[config.mk]
export PLATFORM = sky130hd
export DESIGN_NAME = cmd_reg
export DESIGN_NICKNAME = d
export VERILOG_FILES = /design/src/rtl/cmd_reg_pkg.sv /design/src/rtl/cmd_reg_rst_sync.sv /design/src/rtl/cmd_reg_decode.sv /design/src/rtl/cmd_reg_next.sv /design/src/rtl/cmd_reg_flag.sv /design/src/rtl/cmd_reg.sv
export SDC_FILE = /design/constraint.sdc
export NUM_CORES = 1
export LEC_CHECK = 0
export ABC_CLOCK_PERIOD_IN_PS = 1240
export BUFFER_PORTS_ARGS = -buffer_cell sky130_fd_sc_hd__buf_4
export CORE_ASPECT_RATIO = 0.5
export CORE_MARGIN = 3
export CORE_UTILIZATION = 40
export DETAILED_ROUTE_END_ITERATION = 6
export HOLD_SLACK_MARGIN = 0.02
export PLACE_DENSITY = 0.68
export SLEW_MARGIN = 20
export SYNTH_ARGS = -nofsm -noshare
export SYNTH_HDL_FRONTEND = slang
export SYNTH_SLANG_ARGS = --single-unit
[constraint.sdc]
create_clock -name clk_i -period 1.24 [get_ports clk_i]
set_clock_uncertainty 0.05 [all_clocks]
set_input_delay 0.186 -clock clk_i [delete_from_list [all_inputs] [get_ports clk_i]]
set_output_delay 0.186 -clock clk_i [all_outputs]
set_load 0.01 [all_outputs]
[src/rtl/cmd_reg_pkg.sv]
package cmd_reg_pkg;

  localparam int unsigned CMD_W = 4;

  // Command codes seen on cmd_i; codes 10..15 are unused and map to the default
  typedef enum logic [CMD_W-1:0] {
    CMD_NONE  = 4'd0,
    CMD_HOLD  = 4'd1,
    CMD_LOAD  = 4'd2,
    CMD_INC   = 4'd3,
    CMD_DEC   = 4'd4,
    CMD_LDINC = 4'd5,
    CMD_LDDEC = 4'd6,
    CMD_WRC   = 4'd7,
    CMD_SETC  = 4'd8,
    CMD_RST   = 4'd9
  } cmd_code_e;

  // True for operations that store data and therefore raise the write flag
  function automatic logic cmd_sets_flag(cmd_code_e op);
    return (op == CMD_LOAD) || (op == CMD_LDINC) ||
           (op == CMD_LDDEC) || (op == CMD_WRC);
  endfunction

endpackage

[src/rtl/cmd_reg_rst_sync.sv]
module cmd_reg_rst_sync #(
  parameter int unsigned STAGES = 2
) (
  input  logic clk_i,
  input  logic rst_ni,
  output logic rst_no
);

  logic [STAGES-1:0] sync_q;

  always_ff @(posedge clk_i or negedge rst_ni) begin
    if (!rst_ni) begin
      sync_q <= '0;
    end else begin
      sync_q <= {sync_q[STAGES-2:0], 1'b1};
    end
  end

  assign rst_no = sync_q[STAGES-1];

endmodule

[src/rtl/cmd_reg_decode.sv]
module cmd_reg_decode
  import cmd_reg_pkg::*;
#(
  parameter cmd_code_e DEFAULT_CMD = CMD_HOLD
) (
  input  logic [CMD_W-1:0] cmd_i,
  output cmd_code_e        op_o,
  output logic             sets_flag_o
);

  // A default outside the operation set collapses to hold
  localparam cmd_code_e DFLT_OP =
    (DEFAULT_CMD == CMD_NONE || DEFAULT_CMD > CMD_RST) ? CMD_HOLD : DEFAULT_CMD;

  always_comb begin
    unique case (cmd_i)
      CMD_HOLD, CMD_LOAD, CMD_INC, CMD_DEC, CMD_LDINC,
      CMD_LDDEC, CMD_WRC, CMD_SETC, CMD_RST: op_o = cmd_code_e'(cmd_i);
      default:                               op_o = DFLT_OP;
    endcase
  end

  assign sets_flag_o = cmd_sets_flag(op_o);

endmodule

[src/rtl/cmd_reg_next.sv]
module cmd_reg_next
  import cmd_reg_pkg::*;
#(
  parameter int unsigned             WIDTH     = 8,
  parameter logic [WIDTH-1:0]        RESET_VAL = '0,
  parameter logic [WIDTH-1:0]        WR_CONST  = '0,
  parameter logic [WIDTH-1:0]        SET_CONST = '0
) (
  input  cmd_code_e        op_i,
  input  logic [WIDTH-1:0] cur_i,
  input  logic [WIDTH-1:0] din_i,
  output logic [WIDTH-1:0] nxt_o,
  output logic             en_o
);

  localparam logic [WIDTH-1:0] ONE = WIDTH'(1);

  logic [WIDTH-1:0] cur_up, cur_dn, din_up, din_dn;

  assign cur_up = cur_i + ONE;
  assign cur_dn = cur_i - ONE;
  assign din_up = din_i + ONE;
  assign din_dn = din_i - ONE;

  always_comb begin
    en_o  = 1'b1;
    nxt_o = cur_i;
    unique case (op_i)
      CMD_LOAD:  nxt_o = din_i;
      CMD_INC:   nxt_o = cur_up;
      CMD_DEC:   nxt_o = cur_dn;
      CMD_LDINC: nxt_o = din_up;
      CMD_LDDEC: nxt_o = din_dn;
      CMD_WRC:   nxt_o = WR_CONST;
      CMD_SETC:  nxt_o = SET_CONST;
      CMD_RST:   nxt_o = RESET_VAL;
      default:   en_o  = 1'b0;
    endcase
  end

endmodule

[src/rtl/cmd_reg_flag.sv]
module cmd_reg_flag (
  input  logic clk_i,
  input  logic rst_ni,
  input  logic set_i,
  input  logic clr_i,
  output logic flag_o
);

  logic flag_q, flag_d, flag_en;

  // Raising wins over clearing in the same cycle
  always_comb begin
    flag_en = set_i | clr_i;
    flag_d  = set_i;
  end

  always_ff @(posedge clk_i or negedge rst_ni) begin
    if (!rst_ni) begin
      flag_q <= 1'b0;
    end else if (flag_en) begin
      flag_q <= flag_d;
    end
  end

  assign flag_o = flag_q;

endmodule

[src/rtl/cmd_reg.sv]
module cmd_reg
  import cmd_reg_pkg::*;
#(
  parameter int unsigned      WIDTH       = 8,
  parameter logic [WIDTH-1:0] RESET_VAL   = '0,
  parameter logic [WIDTH-1:0] WR_CONST    = '1,
  parameter logic [WIDTH-1:0] SET_CONST   = '0,
  parameter cmd_code_e        DEFAULT_CMD = CMD_HOLD,
  parameter bit               HAS_OE      = 1'b1
) (
  input  logic             clk_i,
  input  logic             rst_ni,
  input  logic [3:0]       cmd_i,
  input  logic [WIDTH-1:0] din_i,
  input  logic             sem_clr_i,
  input  logic             oe_i,
  output logic [WIDTH-1:0] dout_o,
  output logic             sem_o
);

  logic             rst_sync_n;
  cmd_code_e        op;
  logic             sets_flag;
  logic [WIDTH-1:0] word_q, word_d;
  logic             word_en;

  cmd_reg_rst_sync #(.STAGES(2)) u_rst_sync (
    .clk_i  (clk_i),
    .rst_ni (rst_ni),
    .rst_no (rst_sync_n)
  );

  cmd_reg_decode #(.DEFAULT_CMD(DEFAULT_CMD)) u_decode (
    .cmd_i       (cmd_i),
    .op_o        (op),
    .sets_flag_o (sets_flag)
  );

  cmd_reg_next #(
    .WIDTH     (WIDTH),
    .RESET_VAL (RESET_VAL),
    .WR_CONST  (WR_CONST),
    .SET_CONST (SET_CONST)
  ) u_next (
    .op_i  (op),
    .cur_i (word_q),
    .din_i (din_i),
    .nxt_o (word_d),
    .en_o  (word_en)
  );

  // Storage word, async clear from the primary reset, sync release
  always_ff @(posedge clk_i or negedge rst_sync_n) begin
    if (!rst_sync_n) begin
      word_q <= RESET_VAL;
    end else if (word_en) begin
      word_q <= word_d;
    end
  end

  cmd_reg_flag u_flag (
    .clk_i  (clk_i),
    .rst_ni (rst_sync_n),
    .set_i  (sets_flag),
    .clr_i  (sem_clr_i),
    .flag_o (sem_o)
  );

  generate
    if (HAS_OE) begin : g_oe
      assign dout_o = oe_i ? word_q : '0;
    end else begin : g_no_oe
      logic unused_oe;
      assign unused_oe = oe_i;
      assign dout_o    = word_q;
    end
  endgenerate

endmodule

==> results.txt <==
----------------------------------------------------
[Drt]
  Routed wire length ... roughly 4100 microns
  First DRT Iteration DRCs ... 64
  Iteration count of the initial detailed-routing pass ... 4
  Vias per std cell ... 5.71
  Via count of the routed design ... 1,519
  Detailed-route DRC error count ... 0
  Average detailed-routed wire length per instance ... 15.4 microns
  Post-route ant nets ... 0

[Pwr]
  Clock Power Share ... 18.0%
  Leakage ... 0.937 nW
  Share of power burned in registers ... roughly 24%
  Power density over the cells ... 966 mW/mm^2
  Combinational power share ... 57.8%
  Cell-internal power ... 0.00132 W
  Max VDD drop ... roughly 0.5 mV
  Switching power summed over all nets ... between 0.0007 and 0.0008 W
  Sw frac ... 35.9%

[Clock network]
  CTS tree ... yes
  H-tree depth reported by CTS ... 1
  Total CTS buffers ... 3
  CTS max path bufs ... 2
  Clock slew at reported path FFs ... roughly 0.05 ns
  CTS Root Buffer Type ... sky130_fd_sc_hd__clkbuf_8
  Clock insertion delay at the later pin of the skew report ... 0.24 ns
  TritonCTS sink count ... 11

[Final layout]
  Post-Layout Inst Area ... between 0.002 and 0.0025 sq mm
  Number of filler cells placed in the layout ... 192
  Area growth, synth to finish ... 68.7%
  Final cell count without fillers ... 266
  Layout net count ... around 250
  Final Core Density ... between 70% and 80%
  Number of antenna repair diodes ... 0
  Share of post-route cells with drive strength above 1 ... between 40% and 50%

[Worst setup path]
  Endpoint of the worst register-to-register path ... word_q[4]$_DFFE_PN0P_
  Data required, critical path ... around 1.3 ns
  Critical Path End Type ... flip-flop
  Max Fanout on Critical Path ... 4
  Critical path arrival ... around 2.3 ns
  Type of element launching the critical path ... primary input
  Worst reg2reg setup slack ... -0.75 ns
  Count of cells along the worst register-to-register path ... 7
  Setup CP Type ... in -> reg
  FF-to-FF Start ... word_q[1]$_DFFE_PN0P_

[Die]
  Initial Utilization ... 45.3%
  Core Footprint ... 0.00278 sq mm
  Top-Level Pins ... 25
  Chip Height ... between 40 and 50 microns
  Floorplan row count ... 13
  Die outline area ... 0.00390 sq mm
  Die X-Extent ... 85.3 microns

[Flow run]
  Maximum Capacitance Violations ... 0

[Yosys]
  Cell area after synthesis ... around 0.0013 sq mm
  Synthesized netlist cell count ... 162
  Average cell area after synthesis ... 7.77 sq um
  Share of synthesized flip-flops with an asynchronous set or reset ... 100%
  Number of register bits inferred by synthesis ... 11
  Post-synth net total ... 184
  Number of synthesized flops with an enable pin ... 0
  Sequential area share after synthesis ... 21.9%
  Most used flip-flop cell after synthesis ... sky130_fd_sc_hd__dfrtp_1
  Number of warnings reported in the yosys synthesis log ... 0
  Library cells used by synthesis ... 46

[Placement]
  Number of input and output port buffers inserted ... 24
  Worst slack at placement ... -1.29 ns
  Post-detail-place hpwl ... 2840 microns
  Final Wtd Congestion ... 0.862
  Instance area at placement ... 0.00177 sq mm
  Placed insts ... 254

[Global route]
  Largest net degree at the start of global routing ... 13
  Via count of the first global-routing pass ... 1,405
  Grt total ovfl ... 0
  Global-route wire length before repair ... 6350 microns
  Antenna violations before repair ... 0
  Overall routing resource usage ... 20.8%

[Worst hold path]
  Hold Crit Endpoint ... u_flag.flag_o$_DFFE_PN0P_
  Worst min-delay path startpoint ... sem_clr_i
  Worst hold path stage count ... 2
  Type of the worst min-delay path ... in -> reg

[STA]
  Setup repair after global routing missed its margin ... yes
  Count of endpoints failing setup in the final report ... 15
  Minimum period implied by the final worst setup slack ... 2.19 ns
  Post-layout worst setup margin ... -0.951 ns
  Count of endpoints failing hold in the final timing report ... 0
  Post-route fraction of the period consumed by the critical path ... 177%
  Max-slew violation count ... 0
  Tightest hold margin ... 0.101 ns
  Achievable frequency ... 456 MHz

[Run status]
  Result of the run ... finished, violations left
  Violations in the final reports ... setup timing

----------------------------------------------------
routing by layer:
layer | track usage (%) | routed length (microns) | vias to the layer above
met4 | 8.83 | 68 | 0
met1 | 27.6 | 1860 | 722
met3 | 1.44 | 257 | 10
met5 | 0 | 0 | -
li1 | - | - | 733
met2 | 36.1 | 1900 | 54
Yosys cell counts (2+ instances only):
cell,count,area (sq um)
sky130_fd_sc_hd__and2_1,9,56.3
sky130_fd_sc_hd__nor3_1,4,20.0
sky130_fd_sc_hd__or4_1,2,15.0
sky130_fd_sc_hd__o21ai_0,6,30.0
sky130_fd_sc_hd__a31oi_1,2,12.5
sky130_fd_sc_hd__nand3_1,2,10.0
sky130_fd_sc_hd__and3_1,2,12.5
sky130_fd_sc_hd__xnor2_1,16,140
sky130_fd_sc_hd__inv_1,6,22.5
sky130_fd_sc_hd__nand2_1,4,15.0
sky130_fd_sc_hd__clkbuf_1,8,30.0
sky130_fd_sc_hd__a21oi_1,9,45.0
sky130_fd_sc_hd__nand4_1,6,37.5
sky130_fd_sc_hd__xor2_1,3,26.3
sky130_fd_sc_hd__buf_2,3,15.0
sky130_fd_sc_hd__o22ai_1,8,50.1
sky130_fd_sc_hd__nor4_1,4,25.0
sky130_fd_sc_hd__nor2_1,17,63.8
sky130_fd_sc_hd__dfrtp_1,11,275
sky130_fd_sc_hd__a221oi_1,7,61.3
sky130_fd_sc_hd__ha_1,6,75.1
sky130_fd_sc_hd__nand3b_1,2,15.0
sky130_fd_sc_hd__o21ai_1,2,10.0
cells by family after synthesis:
family                     Yosys count  synth area share [%]
muxes                                2                  1.69
other                                1                 0.298
xor gates and xnor gates            19                  13.2
adders and majority gates            7                  6.76
DFF                                 11                  21.9
buffers and inverters               19                  6.56
AOI/OAI and AO/OA                   43                  22.5
and+or+nand+nor                     60                  27.1
power by group through the flow:
| stage | sequential (W) | combinational [W] | clock [W] |
|---|---|---|---|
| after global routing | 0.000500 | 0.00127 | 0.000397 |
| after detailed placement | 0.000486 | 0.000870 | 0 |
| after global placement | 0.000485 | 0.000850 | 0 |
| final | 0.000497 | 0.00119 | 0.000369 |
| after floorplan | 0.000462 | 0.000485 | 0 |
| after CTS | 0.000490 | 0.00109 | 0.000376 |
through the flow:
step	power, W	setup TNS [ns]
after floorplan	0.000947	-6.02
after global placement	0.00134	-6.59
after detailed placement	0.00136	-6.96
after CTS	0.00196	-5.15
after global routing	0.00217	-5.94
final	0.00205	-5.25
area by class of cell:
class | count | area, sq um | area share (%)
timing repair buffer | 75 | 641 | 30.2
sequential | 11 | 278 | 13.1
clock buffer | 4 | 45.0 | 2.12
inverter | 7 | 28.8 | 1.36
multi-input combinational | 132 | 1080 | 51.1
tap | 37 | 46.3 | 2.18
registers in the layout, summed over array words and instances (netlist names):
register / cells
u_flag.flag_o: 1
u_rst_sync.sync_q: 2
word_q: 8
worst max path at each step:
stage / startpoint / endpoint / slack (ns) / depth (start not counted)
floorplan: cmd_i[0] / word_q[4]$_DFFE_PN0P_ / -1.14 / 10
global placement: cmd_i[3] / word_q[7]$_DFFE_PN0P_ / -1.16 / 9
detailed placement: cmd_i[3] / word_q[7]$_DFFE_PN0P_ / -1.29 / 9
CTS: cmd_i[3] / word_q[7]$_DFFE_PN0P_ / -0.91 / 9
global route: cmd_i[3] / word_q[4]$_DFFE_PN0P_ / -0.98 / 9
finish: cmd_i[3] / word_q[4]$_DFFE_PN0P_ / -0.95 / 9
timing repair:
action | CTS | global route
resized for setup | 41 | 16
setup buffers | 5 | 2
endpoints found under the hold margin | 2 | 0
gates cloned | 0 | 0
pin swaps | 10 | 14
endpoints found under the setup margin | 14 | 15
hold buffers | 1 | 0
placed cells by master, fill, tap and decap left out, types with 3 or more instances in the layout:
| cell type | Yosys | final |
|---|---|---|
| sky130_fd_sc_hd__clkbuf_8 | 0 | 3 |
| sky130_fd_sc_hd__xnor2_1 | 16 | 15 |
| sky130_fd_sc_hd__nor2_1 | 17 | 17 |
| sky130_fd_sc_hd__buf_6 | 1 | 20 |
| sky130_fd_sc_hd__ha_1 | 6 | 3 |
| sky130_fd_sc_hd__a221oi_2 | 0 | 4 |
| sky130_fd_sc_hd__inv_1 | 6 | 6 |
| sky130_fd_sc_hd__a21oi_1 | 9 | 8 |
| sky130_fd_sc_hd__nand4_1 | 6 | 6 |
| sky130_fd_sc_hd__nand2_1 | 4 | 4 |
| sky130_fd_sc_hd__xor2_1 | 3 | 3 |
| sky130_fd_sc_hd__o22ai_1 | 8 | 8 |
| sky130_fd_sc_hd__and2_4 | 0 | 7 |
| sky130_fd_sc_hd__o21ai_0 | 6 | 5 |
| sky130_fd_sc_hd__nor3_1 | 4 | 3 |
| sky130_fd_sc_hd__dfrtp_1 | 11 | 9 |
| sky130_fd_sc_hd__buf_4 | 0 | 54 |
worst max-delay path: stages:
cell,delay (ns)
sky130_fd_sc_hd__buf_6,0.09
sky130_fd_sc_hd__or4b_4,0.59
sky130_fd_sc_hd__xnor2_2,0.17
sky130_fd_sc_hd__ha_4,0.18
sky130_fd_sc_hd__or4_4,0.42
sky130_fd_sc_hd__o21ai_2,0.18
sky130_fd_sc_hd__xor2_1,0.10
sky130_fd_sc_hd__a221oi_1,0.27
sky130_fd_sc_hd__nor2_1,0.07
Power figures use the tool's default switching activity.
